## config.mk

```make
export PLATFORM = sky130hd
export DESIGN_NAME = gpio_strap_mux
export DESIGN_NICKNAME = d
export VERILOG_FILES = /design/src/rtl/gpio_strap_pkg.sv /design/src/rtl/gpio_strap_regs.sv /design/src/rtl/gpio_strap_arbiter.sv /design/src/rtl/gpio_strap_drive.sv /design/src/rtl/gpio_strap_mux.sv
export SDC_FILE = /design/constraint.sdc
export NUM_CORES = 1
export LEC_CHECK = 0
export ABC_AREA = 1
export ABC_CLOCK_PERIOD_IN_PS = 1400
export BUFFER_PORTS_ARGS = -buffer_cell sky130_fd_sc_hd__buf_4
export CORE_MARGIN = 2
export CORE_UTILIZATION = 46
export DETAILED_ROUTE_END_ITERATION = 10
export GPL_TIMING_DRIVEN = 1
export PLACE_DENSITY = 0.86
export SLEW_MARGIN = 20
export SYNTH_ARGS = -nofsm -noshare
export SYNTH_HDL_FRONTEND = slang
export SYNTH_HIERARCHICAL = 1
export SYNTH_SLANG_ARGS = --single-unit
```

## constraint.sdc

```tcl
create_clock -name clk -period 1.4 [get_ports clk]
set_input_delay 0.21 -clock clk [delete_from_list [all_inputs] [get_ports clk]]
set_output_delay 0.21 -clock clk [all_outputs]
set_load 0.005 [all_outputs]
```

## src/rtl/gpio_strap_pkg.sv

```systemverilog
package gpio_strap_pkg;

    localparam int REG_W  = 8;
    localparam int ADDR_W = 2;

    // control register bit positions visible to software
    localparam int CTL_LED_BIT    = 5;
    localparam int CTL_FETCH_BIT  = 6;
    localparam int CTL_MASTER_BIT = 7;

    typedef enum logic [ADDR_W-1:0] {
        SEL_DIR  = 2'd0,
        SEL_DATA = 2'd1,
        SEL_CTRL = 2'd2,
        SEL_PADS = 2'd3
    } reg_sel_e;

    typedef struct packed {
        logic master_ind;
        logic fetch_ind;
        logic led_ind;
    } pin_ctl_t;

    typedef enum logic [2:0] {
        SRC_REG,
        SRC_EEPROM,
        SRC_FETCH,
        SRC_LED,
        SRC_MASTER
    } pin_src_e;

    typedef struct packed {
        logic oe;
        logic val;
    } pin_drive_t;

    // pin 0 source: EEPROM takeover, then fetch hint, then activity indicator
    function automatic pin_src_e pick_pin0(logic claim, logic busy, pin_ctl_t c);
        if (claim)                  return SRC_EEPROM;
        if (c.fetch_ind)            return SRC_FETCH;
        if (c.led_ind && !busy)     return SRC_LED;
        return SRC_REG;
    endfunction

    // pin 1 source: EEPROM takeover, then bus-ownership indicator
    function automatic pin_src_e pick_pin1(logic claim, pin_ctl_t c);
        if (claim)          return SRC_EEPROM;
        if (c.master_ind)   return SRC_MASTER;
        return SRC_REG;
    endfunction

endpackage

```

## src/rtl/gpio_strap_regs.sv

```systemverilog
module gpio_strap_regs
    import gpio_strap_pkg::*;
#(
    parameter int NPINS = 5,
    parameter logic [NPINS-1:0] DIR_RST = {1'b1, {(NPINS-1){1'b0}}}
) (
    input  logic                clk,
    input  logic                rst,
    input  logic                we,
    input  logic [ADDR_W-1:0]   addr,
    input  logic [REG_W-1:0]    wdata,
    input  logic [NPINS-1:0]    pad_in,
    input  logic                strap_in,
    output logic [NPINS-1:0]    dir_q,
    output logic [NPINS-1:0]    dat_q,
    output pin_ctl_t            ctl_q,
    output logic                strap_q,
    output logic [REG_W-1:0]    rdata
);

    reg_sel_e sel;
    assign sel = reg_sel_e'(addr);

    logic unused_wbits;
    assign unused_wbits = ^wdata;

    always_ff @(posedge clk) begin
        if (rst) begin
            dir_q   <= DIR_RST;
            dat_q   <= '0;
            ctl_q   <= '0;
            strap_q <= strap_in;
        end else if (we) begin
            unique case (sel)
                SEL_DIR:  dir_q <= wdata[NPINS-1:0];
                SEL_DATA: dat_q <= wdata[NPINS-1:0];
                SEL_CTRL: begin
                    ctl_q.led_ind    <= wdata[CTL_LED_BIT];
                    ctl_q.fetch_ind  <= wdata[CTL_FETCH_BIT];
                    ctl_q.master_ind <= wdata[CTL_MASTER_BIT];
                end
                default: ;
            endcase
        end
    end

    always_comb begin
        rdata = '0;
        unique case (sel)
            SEL_DIR:  rdata[NPINS-1:0] = dir_q;
            SEL_DATA: rdata[NPINS-1:0] = dat_q;
            SEL_CTRL: begin
                rdata[CTL_LED_BIT]    = ctl_q.led_ind;
                rdata[CTL_FETCH_BIT]  = ctl_q.fetch_ind;
                rdata[CTL_MASTER_BIT] = ctl_q.master_ind;
            end
            default:  rdata[NPINS-1:0] = pad_in;
        endcase
    end

endmodule

```

## src/rtl/gpio_strap_arbiter.sv

```systemverilog
module gpio_strap_arbiter
    import gpio_strap_pkg::*;
(
    input  logic     strap_q,
    input  logic     ee_busy,
    input  pin_ctl_t ctl_q,
    output logic     ee_claim,
    output pin_src_e src0,
    output pin_src_e src1
);

    assign ee_claim = strap_q & ee_busy;
    assign src0     = pick_pin0(ee_claim, ee_busy, ctl_q);
    assign src1     = pick_pin1(ee_claim, ctl_q);

endmodule

```

## src/rtl/gpio_strap_drive.sv

```systemverilog
module gpio_strap_drive
    import gpio_strap_pkg::*;
#(
    parameter int NPINS = 5
) (
    input  pin_src_e          src0,
    input  pin_src_e          src1,
    input  logic [NPINS-1:0]  dir_q,
    input  logic [NPINS-1:0]  dat_q,
    input  logic              ee_sda_out,
    input  logic              ee_sda_oe,
    input  logic              ee_scl_out,
    input  logic              act_led,
    input  logic              fetch_hint,
    input  logic              is_master,
    output logic [NPINS-1:0]  pad_out,
    output logic [NPINS-1:0]  pad_oe
);

    for (genvar i = 0; i < NPINS; i++) begin : g_pin
        pin_drive_t drv;
        if (i == 0) begin : g_data_pin
            always_comb begin
                unique case (src0)
                    SRC_EEPROM: drv = '{oe: ee_sda_oe, val: ee_sda_out};
                    SRC_FETCH:  drv = '{oe: 1'b1,      val: fetch_hint};
                    SRC_LED:    drv = '{oe: 1'b1,      val: act_led};
                    default:    drv = '{oe: dir_q[i],  val: dat_q[i]};
                endcase
            end
        end else if (i == 1) begin : g_clock_pin
            always_comb begin
                unique case (src1)
                    SRC_EEPROM: drv = '{oe: 1'b1,     val: ee_scl_out};
                    SRC_MASTER: drv = '{oe: 1'b1,     val: ~is_master};
                    default:    drv = '{oe: dir_q[i], val: dat_q[i]};
                endcase
            end
        end else begin : g_plain_pin
            assign drv = '{oe: dir_q[i], val: dat_q[i]};
        end
        assign pad_out[i] = drv.val;
        assign pad_oe[i]  = drv.oe;
    end

endmodule

```

## src/rtl/gpio_strap_mux.sv

```systemverilog
module gpio_strap_mux
    import gpio_strap_pkg::*;
#(
    parameter int NPINS = 5,
    parameter logic [NPINS-1:0] DIR_RST = {1'b1, {(NPINS-1){1'b0}}}
) (
    input  logic              clk,
    input  logic              rst,
    input  logic              reg_we,
    input  logic [1:0]        reg_addr,
    input  logic [7:0]        reg_wdata,
    output logic [7:0]        reg_rdata,
    input  logic              strap_ee,
    input  logic              ee_busy,
    input  logic              ee_sda_out,
    input  logic              ee_sda_oe,
    input  logic              ee_scl_out,
    input  logic              act_led,
    input  logic              fetch_hint,
    input  logic              is_master,
    input  logic [NPINS-1:0]  pad_in,
    output logic [NPINS-1:0]  pad_out,
    output logic [NPINS-1:0]  pad_oe
);

    logic [NPINS-1:0] dir_q;
    logic [NPINS-1:0] dat_q;
    pin_ctl_t         ctl_q;
    logic             strap_q;
    logic             ee_claim;
    pin_src_e         src0;
    pin_src_e         src1;

    gpio_strap_regs #(.NPINS(NPINS), .DIR_RST(DIR_RST)) u_regs (
        .clk      (clk),
        .rst      (rst),
        .we       (reg_we),
        .addr     (reg_addr),
        .wdata    (reg_wdata),
        .pad_in   (pad_in),
        .strap_in (strap_ee),
        .dir_q    (dir_q),
        .dat_q    (dat_q),
        .ctl_q    (ctl_q),
        .strap_q  (strap_q),
        .rdata    (reg_rdata)
    );

    gpio_strap_arbiter u_arb (
        .strap_q  (strap_q),
        .ee_busy  (ee_busy),
        .ctl_q    (ctl_q),
        .ee_claim (ee_claim),
        .src0     (src0),
        .src1     (src1)
    );

    gpio_strap_drive #(.NPINS(NPINS)) u_drive (
        .src0       (src0),
        .src1       (src1),
        .dir_q      (dir_q),
        .dat_q      (dat_q),
        .ee_sda_out (ee_sda_out),
        .ee_sda_oe  (ee_sda_oe),
        .ee_scl_out (ee_scl_out),
        .act_led    (act_led),
        .fetch_hint (fetch_hint),
        .is_master  (is_master),
        .pad_out    (pad_out),
        .pad_oe     (pad_oe)
    );

endmodule

```

==> results.md, run 1 <==
- Final Hold Viols: 0
- Grt total ovfl: 0
- Worst path most repeated cell: nand3_2
- Pre-antenna DRT Iters: 4
- Row Count: 16
- CTS tree: yes
- Vias in the first global route: 955
- Crit-path max cell delay: 0.39 ns
- Placer Congestion: ~0.87
- Min Hold Slack: around 0.12 ns
- Met1 GRT Util: 23.58%
- Crit path time final: 1.573 ns
- Core Region: a little under 2000 µm²
- Reg power frac: 44.4%
- Clock Power Share: 28.5%
- Post-CTS Hold Buffers: 0
- Busiest metal layer after global routing: met2
- Met2 GRT Util: 38.44%
- Max VDD drop: between 600 and 700 µV
- PwrDens: 747.5 nW/µm²
- Hpwl dp: 1.825 mm
- Sink Count: 14
- Vias per inst: 4.773
- TNS Setup: -0.5674 ns
- Final Slew Violations: 0
- LEAKAGE: 0.0007221 µW
- Initial core utilization: approximately 49%
- Switching Fraction: 27.74%
- Largest net degree at the start of global routing: 16
- Worst path slowest cell: edfxtp_1
- Ports: 44
- Seq/Total Area, Yosys: 30.25%
- CP arrival: 1.36 ns
- Max Fanout on Critical Path: 4
- DRC errors left: 0
- Outcome: finished with violations
- Psw: 276.3 µW
- Port Buffers: 43
- Post-synthesis cell type count: 18
- First-pass GRT wire length: 3.919 mm
- Final Setup Violations: 4
- CTS root buf: clkbuf_4
- Critical Path End Type: output pin
- Routed length per instance: 10.89 µm
- Final wirelength: 2.451 mm
- RSZ-0062 raised after global routing: yes
- PnR worst setup slack: -0.1729 ns
- Layout cell share with drive strength beyond 1: 36.87%
- Placed instance area: 1231 µm²
- # H-tree levels: 1
- Skew-Pair Late Insertion Delay: 0.27 ns
- Internal power: 719.8 µW
- Clock buffer depth: 2
- N_diodes: 0
- Fin crit share: 112.3%
- Final ANT Viol Nets: 0
- Total GRT Usage: 20.73%
- Combinational share of power: 27.1%
- Crit-path cells: nand2_2 > inv_4 > nor2_4 > inv_2 > nand3_2 > nand3_2 > nand3_2 > buf_6
- CP required: 1.19 ns
- Max Cap Viol: 0
- Syn avg cell area: approximately 6 µm²
- Top achievable clock speed: 635.8 MHz
- Die Area: 2468 µm²
- Mapped Cells: 160
- Failing checks: setup timing
- Worst-path clk slew: around 0.080 ns
- Initial antenna violation count: 0
- Mapped cell area: 959.7 µm²
- Die width: just under 50 µm
- Startpoint types: register
- Via count: 1074
- Design Area, Final: about 1300 µm²
- Commonest non-fill, non-tap cell in the layout: nand2_1
- CP bufs+invs: 3
- Worst min path class: primary input to register
- Yosys warns: 6
- Clk_skew: 0 ns
- Commonest cells after routing, fill and taps aside: 46 x nand2_1, 43 x buf_4, 24 x nor2_1
- Nets: 225
- WS Path Type: register to output pin
- Area grow syn2layout: 38.85%
- Met3 Usage GRT: approximately 1.8%
- Die height: 49.68 µm
- Clock buffer count from CTS: 3
- 1st-iter DRT viols: 47
- Worst path top cell family by delay: simple AND/OR/NAND/NOR gates
- Register bit total from synthesis: 14
-- synthesized netlist by cell type --
master	count	area share, %
nand3_1	17	8.9
nand3b_1	2	1.6
nand2_1	50	20
buf_6	1	1.2
nand3_2	3	3.1
buf_4	9	7.0
edfxtp_1	1	3.1
nor2_4	1	1.2
nor2_2	4	2.6
inv_2	1	0.39
nor2_1	25	9.8
nand4_1	1	0.65
buf_2	2	1.0
conb_1	1	0.39
nand2_2	2	1.3
inv_1	23	9.0
dfxtp_1	13	27
a21oi_1	4	2.1
-- layout make-up --
type,count,area (µm²)
timing repair buffer,45,345.3
clock buffer,4,36.28
multi-input combinational,111,531.8
fill,185,629.4
sequential,14,292.8
tap,27,33.78
inverter,24,92.59
-- registers in the layout (all words and copies together), names as in the netlist --
name / flops
u_regs/dat_q: 5
u_regs/dir_q: 5
u_regs/ctl_q: 3
u_regs/strap_q: 1
-- what timing repair did --
item,CTS,global route
endpoints found under the setup margin,4,4
setup buffers,1,1
pin swaps,6,4
gates resized for setup,11,6
-- cells by family after synthesis --
| logic type | synth area share (%) |
|---|---|
| compound gates | 2.086 |
| buf+inv | 18.64 |
| flops | 30.25 |
| other cells | 0.3908 |
| simple gates | 48.63 |
-- routing by layer --
metal / share of wire [%] / up-vias
met5: 0 / -
met4: 1.5 / 0
met3: 4.2 / 4
met2: 54 / 32
met1: 40 / 487
li1: - / 551
-- through the flow --
stage | utilization [%] | instances | total power [µW] | setup WS [ns]
after detailed placement | 62.76 | 219 | 697.9 | 0.1122
after floorplan | - | 161 | 585.0 | 0.2620
final | 67.92 | 225 | 996.1 | -0.1729
after global routing | 67.92 | 225 | 1058 | -0.2518
after global placement | 62.76 | 219 | 687.9 | 0.1900
after CTS | 66.39 | 224 | 988.7 | -0.1403
-- worst register-to-register path, delay by kind of cell (launching register included) --
family,cells,cell delay [ns]
buffers and inverters,1,0.06
flip-flops,1,0.41
AND/OR/NAND/NOR,3,0.19
-- worst paths after layout --
check                                     start              end  depth (start not counted)  slack, ns
worst min register to register  u_regs/dir_q[4]  u_regs/dir_q[4]                          2       0.51
worst max register to register  u_regs/dat_q[1]  u_regs/dat_q[1]                          4       0.68
worst max-delay path             u_regs/strap_q       pad_out[1]                          8      -0.17
worst min-delay path                   strap_ee   u_regs/strap_q                          1       0.12
-- power groups by stage --
stage,Combinational [µW],Clock [µW],Sequential [µW]
after global placement,238,0,450
after global routing,298,314,446
final,270,284,443
after CTS,258,288,442
after detailed placement,248,0,450
after floorplan,140,0,445
No activity file was read; power rests on OpenSTA's default activity.
==> inputs of run 2 (changes only) <==
--- a/config.mk
+++ b/config.mk
@@ -13,6 +13,7 @@
 export DETAILED_ROUTE_END_ITERATION = 10
 export GPL_TIMING_DRIVEN = 1
 export PLACE_DENSITY = 0.86
+export SKIP_LAST_GASP = 1
 export SLEW_MARGIN = 20
 export SYNTH_ARGS = -nofsm -noshare
 export SYNTH_HDL_FRONTEND = slang
==> run 2 against run 1 <==
Effect of this change:
- the flow still finishes with violations (setup timing)
- critical path depth down 1
- worst hold slack got worse by 0.00069 ns
- via count is essentially flat
- combinational power down 4%
- wire length shrank 2.5%
- count of clock-buffer cells in the layout unchanged
- final area is 2.3% lower
- global-route usage down 0.13 points
- core utilization is 1.5 points lower
- largest power group unchanged
==> results.md, run 2 (synthesized netlist as in run 1, its figures left out) <==
- Met3 Usage GRT: 2.121% (+0.30 points)
- Nets: 224 (-0.44%)
- Layout cell share with drive strength beyond 1: 35.03% (-1.8 points)
- Max VDD drop: 643.2 µV (-0.12%)
- Worst min path class: primary input to register
- Initial antenna violation count: 0 (unchanged)
- Final ANT Viol Nets: 0 (unchanged)
- Grt total ovfl: 0 (unchanged)
- CP arrival: 1.36 ns (about the same)
- Outcome: finished with violations
- Clock buffer depth: 2 (unchanged)
- Met1 GRT Util: 23.58% (unchanged)
- Cell Count, Final, Fillers Out: 224 (-0.44%)
- Fin crit share: 112.1% (-0.27 points)
- Hpwl dp: 1.825 mm (unchanged)
- Tot Pwr: 986.2 µW (-1.0%)
- CTS root buf: clkbuf_4
- Cells after DPL: 219 (unchanged)
- Crit-path max cell delay: 0.39 ns (about the same)
- Final Setup Violations: 4 (unchanged)
- Post-CTS Hold Buffers: 0 (unchanged)
- DRC errors left: 0 (unchanged)
- LEAKAGE: 0.0007070 µW (-2.1%)
- Critical path endpoint: pad_out[1]
- Final Slew Violations: 0 (unchanged)
- Max Fanout on Critical Path: 4 (unchanged)
- Skew-Pair Late Insertion Delay: 0.27 ns (about the same)
- Startpoint types: register
- CTS tree: yes
- WS Path Type: register to output pin
- Final Hold Viols: 0 (unchanged)
- Area grow syn2layout: 35.72%
- Die Area: 2468 µm² (unchanged)
- Total GRT Usage: 20.60% (-0.13 points)
- CP required: 1.19 ns (about the same)
- CP Depth: 7 (-1)
- N_diodes: 0 (unchanged)
- Setup crit start: u_regs/strap_q
- Placer Congestion: 0.8680 (unchanged)
- Max Cap Viol: 0 (unchanged)
- Clk_skew: 0 ns (unchanged)
- Die width: 49.68 µm (unchanged)
- Register-to-Register Path Depth: 4 (unchanged)
- Port Buffers: 43 (unchanged)
- TNS Setup: -0.4923 ns (+0.07513 ns)
- Failing checks: setup timing
- Worst-path clk slew: 0.08 ns (about the same)
- Worst path most repeated cell: buf_4
- Flop-to-flop setup slack: 0.71 ns (+0.03 ns)
- Biggest regs: u_regs/dat_q: 5 flops, u_regs/dir_q: 5 flops, u_regs/ctl_q: 3 flops
- Commonest cells after routing, fill and taps aside: 47 x nand2_1, 44 x buf_4, 24 x nor2_1
- PnR worst setup slack: -0.1691 ns (+0.003775 ns)
- Worst path top cell family by delay: simple AND/OR/NAND/NOR gates
- Routed length per instance: 10.67 µm (-2.1%)
- Busiest metal layer after global routing: met2
- Sink Count: 14 (unchanged)
- Vias per inst: 4.790 (+0.35%)
- Core Region: 1962 µm² (unchanged)
- Via count: 1073 (-0.093%)
- First-pass GRT wire length: 3.898 mm (-0.54%)
- Crit path time final: 1.569 ns (-0.003775 ns)
- Initial core utilization: 48.92% (unchanged)
- Critical Path End Type: output pin
- Largest net degree at the start of global routing: 16 (unchanged)
- Worst path slowest cell: edfxtp_1
- # H-tree levels: 1 (unchanged)
- RSZ-0062 raised after global routing: yes
- Commonest non-fill, non-tap cell in the layout: nand2_1
- PwrDens: 757.1 nW/µm² (+1.3%)
- HP Start: strap_ee
- Ports: 44 (unchanged)
- Reg-to-reg endpoint: u_regs/ctl_q[1]
- Clock buffer count from CTS: 3 (unchanged)
- Met2 GRT Util: 37.78% (-0.67 points)
- Final wirelength: 2.390 mm (-2.5%)
- Pre-antenna DRT Iters: 4 (unchanged)
- Crit-path cells: nand2_2 > inv_2 > nor2_4 > buf_4 > nand3b_1 > nand3_1 > buf_4
- Vias in the first global route: 947 (-0.84%)
- CP bufs+invs: 3 (unchanged)
- 1st-iter DRT viols: 50 (+6.4%)
- Row Count: 16 (unchanged)
- Reg2reg start: u_regs/ctl_q[1]
- Die height: 49.68 µm (unchanged)
- Top achievable clock speed: 637.3 MHz (+0.24%)
## run 2: cell count changes in the layout (fill, tap and decap cells not counted), sizes merged
| cell | change |
|---|---|
| buf | -1 |
## run 2: final cells by class
type	count	area, µm²
Clock buffer	4	36.28
Fill cell	185	659.4
Inverter	24	90.09
Multi-Input combinational cell	111	519.2
Sequential cell	14	292.8
Tap cell	27	33.78
Timing Repair Buffer	44	330.3
## run 2: worst min-delay path by stage
stage                      to  slack [ns]  cells after the start
6_report       u_regs/strap_q        0.12                      1
5_1_grt        u_regs/strap_q        0.11                      1
4_1_cts        u_regs/strap_q        0.12                      1
3_5_place_dp   u_regs/strap_q        0.40                      1
3_3_place_gp   u_regs/strap_q        0.40                      1
2_1_floorplan  u_regs/strap_q        0.31                      0
## run 2: what timing repair did
item	in CTS	in global routing
gates resized for setup	9	2
endpoints found under the setup margin	4	4
buffers inserted	1	0
pin swaps	6	1
## run 2: power by group
group	leakage, µW	switching [µW]	internal (µW)
Combinational	0.000569	129	131
Clock	0.0000210	126	158
Sequential	0.000117	16.8	425
## run 2: per-stage QoR
| stage | hold WS [ns] | worst slack (ns) | util, % | instance area (µm²) |
|---|---|---|---|---|
| final | 0.1238 | -0.1691 | 66.39 | 1303 |
| after global routing | 0.1057 | -0.2509 | 66.39 | 1303 |
| after CTS | 0.1200 | -0.1403 | 66.14 | 1297 |
| after detailed placement | 0.4050 | 0.1122 | 62.76 | 1231 |
| after global placement | 0.3975 | 0.1900 | 62.76 | 1231 |
| after floorplan | 0.3089 | 0.2620 | - | 963.4 |
## run 2: worst register-to-register path, cell delays in order, from the launching register on
cell and delay [ns]:
dfxtp_2 0.35, inv_1 0.06, nand2_1 0.07, nand2_1 0.06, nor2_1 0.10
## run 2: layer usage
metal / wire length [µm] / vias up
met2: 1274 / 36
li1: - / 548
met1: 950 / 487
met3: 138 / 2
met5: 0 / -
met4: 27 / 0
==> inputs of run 3 (changes only) <==
--- a/config.mk
+++ b/config.mk
@@ -12,6 +12,7 @@
 export CORE_UTILIZATION = 46
 export DETAILED_ROUTE_END_ITERATION = 10
 export GPL_TIMING_DRIVEN = 1
+export MAX_ROUTING_LAYER = met4
 export PLACE_DENSITY = 0.86
 export SKIP_LAST_GASP = 1
 export SLEW_MARGIN = 20
==> run 3 against run 2 <==
Effect of this change:
- final area unchanged
- the run still ends with setup timing left
- die area unchanged
- critical path depth unchanged
- critical path type unchanged
- first-iteration DRC count shrank 12%
==> results.md, run 3 (synthesized netlist as in run 1, its figures left out) <==
- Initial antenna violation count: 0 (unchanged)
- LEAKAGE: 0.0007070 µW (unchanged)
- Worst path top cell family by delay: simple AND/OR/NAND/NOR gates
- Cells after DPL: 219 (unchanged)
- Design Area, Final: 1303 µm² (unchanged)
- Max Cap Viol: 0 (unchanged)
- Fin crit share: 112.2% (+0.14 points)
- Clock buffer depth: 2 (unchanged)
- CP arrival: 1.36 ns (about the same)
- Pre-antenna DRT Iters: 4 (unchanged)
- Register-to-Register Path Depth: 4 (unchanged)
- Commonest non-fill, non-tap cell in the layout: nand2_1
- Crit-path max cell delay: 0.39 ns (about the same)
- CTS tree: yes
- Die height: 49.68 µm (unchanged)
- PwrDens: 761.0 nW/µm² (+0.52%)
- Final Slew Violations: 0 (unchanged)
- Final Hold Viols: 0 (unchanged)
- Area of the multi-input gates: 519.2 µm² (unchanged)
- Crit path time final: 1.571 ns (+0.001987 ns)
- Die Area: 2468 µm² (unchanged)
- Initial core utilization: 48.92% (unchanged)
- Max Fanout on Critical Path: 4 (unchanged)
- Skew-Pair Late Insertion Delay: 0.27 ns (about the same)
- N_diodes: 0 (unchanged)
- Worst path slowest cell: edfxtp_1
- Final Setup Violations: 4 (unchanged)
- # H-tree levels: 1 (unchanged)
- Register area: 292.8 µm² (unchanged)
- WS Path Type: register to output pin
- Die width: 49.68 µm (unchanged)
- First-pass GRT wire length: 3.898 mm (unchanged)
- Commonest cells after routing, fill and taps aside: 47 x nand2_1, 44 x buf_4, 24 x nor2_1
- Hpwl dp: 1.825 mm (unchanged)
- Routed length per instance: 10.71 µm (+0.38%)
- Crit-path cells: nand2_2 > inv_2 > nor2_4 > buf_4 > nand3b_1 > nand3_1 > buf_4
- Port Buffers: 43 (unchanged)
- Failing checks: setup timing
- CP required: 1.19 ns (about the same)
- Placed instance area: 1231 µm² (unchanged)
- Critical Path End Type: output pin
- Util after Layout: 66.39% (unchanged)
- DRC errors left: 0 (unchanged)
- Fillers: 185 (unchanged)
- 1st-iter DRT viols: 44 (-12%)
- Final ANT Viol Nets: 0 (unchanged)
- CP Depth: 7 (unchanged)
- Area grow syn2layout: 35.72% (unchanged)
- Layout cell share with drive strength beyond 1: 35.03% (unchanged)
- Clk_skew: 0 ns (unchanged)
- Top achievable clock speed: 636.5 MHz (-0.13%)
- Biggest regs: u_regs/dat_q: 5 flops, u_regs/dir_q: 5 flops, u_regs/ctl_q: 3 flops
- Max VDD drop: 654.7 µV (+1.8%)
- Setup Slack @ Placement: 0.1122 ns (unchanged)
- Worst path most repeated cell: buf_4
- RSZ-0062 raised after global routing: yes
- Final wirelength: 2.399 mm (+0.38%)
- Worst-path clk slew: 0.08 ns (about the same)
- Vias per inst: 4.719 (-1.5%)
- Vias in the first global route: 947 (unchanged)
- Via count: 1057 (-1.5%)
- Sink Count: 14 (unchanged)
- Nets: 224 (unchanged)
- Core Region: 1962 µm² (unchanged)
- Row Count: 16 (unchanged)
- Largest net degree at the start of global routing: 16 (unchanged)
- Worst min path class: primary input to register
- CTS root buf: clkbuf_4
- Clock buffer count from CTS: 3 (unchanged)
- CP bufs+invs: 3 (unchanged)
- Hold Crit Depth: 1 (unchanged)
- Placer Congestion: 0.8820 (+1.6%)
- PnR worst setup slack: -0.1711 ns (-0.001987 ns)
- Ports: 44 (unchanged)
- Startpoint types: register
- Total GRT Usage: 21.17% (+0.57 points)
- Grt total ovfl: 0 (unchanged)
- Cell Count, Final, Fillers Out: 224 (unchanged)
- Outcome: finished with violations
==> run 3: worst reg2reg max path, stage by stage, from the launching register on <==
cell and delay [ns]:
dfxtp_1 0.37, inv_1 0.05, nand2_1 0.06, nand2_1 0.05
nor2_1 0.10
==> run 3: where the power goes <==
group / internal [µW] / switching, µW / leakage, µW / total, µW
combinational: 131 / 129 / 0.000569 / 260
clock: 158 / 131 / 0.0000210 / 289
sequential: 425 / 17.0 / 0.000117 / 442
total: 714 / 277 / 0.000707 / 991
==> run 3: final cells by class <==
| type | count | area share (%) |
|---|---|---|
| sequential | 14 | 22.48 |
| inverter | 24 | 6.916 |
| multi-input combinational | 111 | 39.87 |
| clock buffer | 4 | 2.786 |
| tap | 27 | 2.594 |
| timing repair buffer | 44 | 25.36 |
==> run 3: per-layer routing <==
metal / wire (µm) / share of wire [%] / global-route usage [%]
met1: 918 / 38 / 23.58
met2: 1264 / 53 / 37.78
met3: 179 / 7.5 / 2.121
met4: 36 / 1.5 / 9.722
met5: 0 / 0 / -
==> run 3: repair_timing <==
| action | in CTS | in global routing |
|---|---|---|
| setup buffers | 1 | 0 |
| hold buffers | 0 | 0 |
| pin swaps | 6 | 1 |
| setup endpoints to repair | 4 | 4 |
| gates resized for setup | 9 | 2 |
| endpoints found under the hold margin | 0 | 0 |
==> run 3: through the flow <==
step                hold slack, ns  setup TNS (ns)  total power, µW
detailed placement          0.4050               0            697.9
CTS                         0.1200         -0.4351            987.1
global placement            0.3975               0            687.9
global route                0.1057         -0.8379             1049
floorplan                   0.3089               0            585.0
finish                      0.1227         -0.5034            991.2
==> run 3: final timing paths <==
| path | end | slack (ns) | start |
|---|---|---|---|
| max | pad_out[1] | -0.17 | u_regs/strap_q |
| min reg2reg | u_regs/dir_q[4] | 0.51 | u_regs/dir_q[4] |
| max reg2reg | u_regs/dat_q[4] | 0.71 | u_regs/dat_q[4] |
| min | u_regs/strap_q | 0.12 | strap_ee |
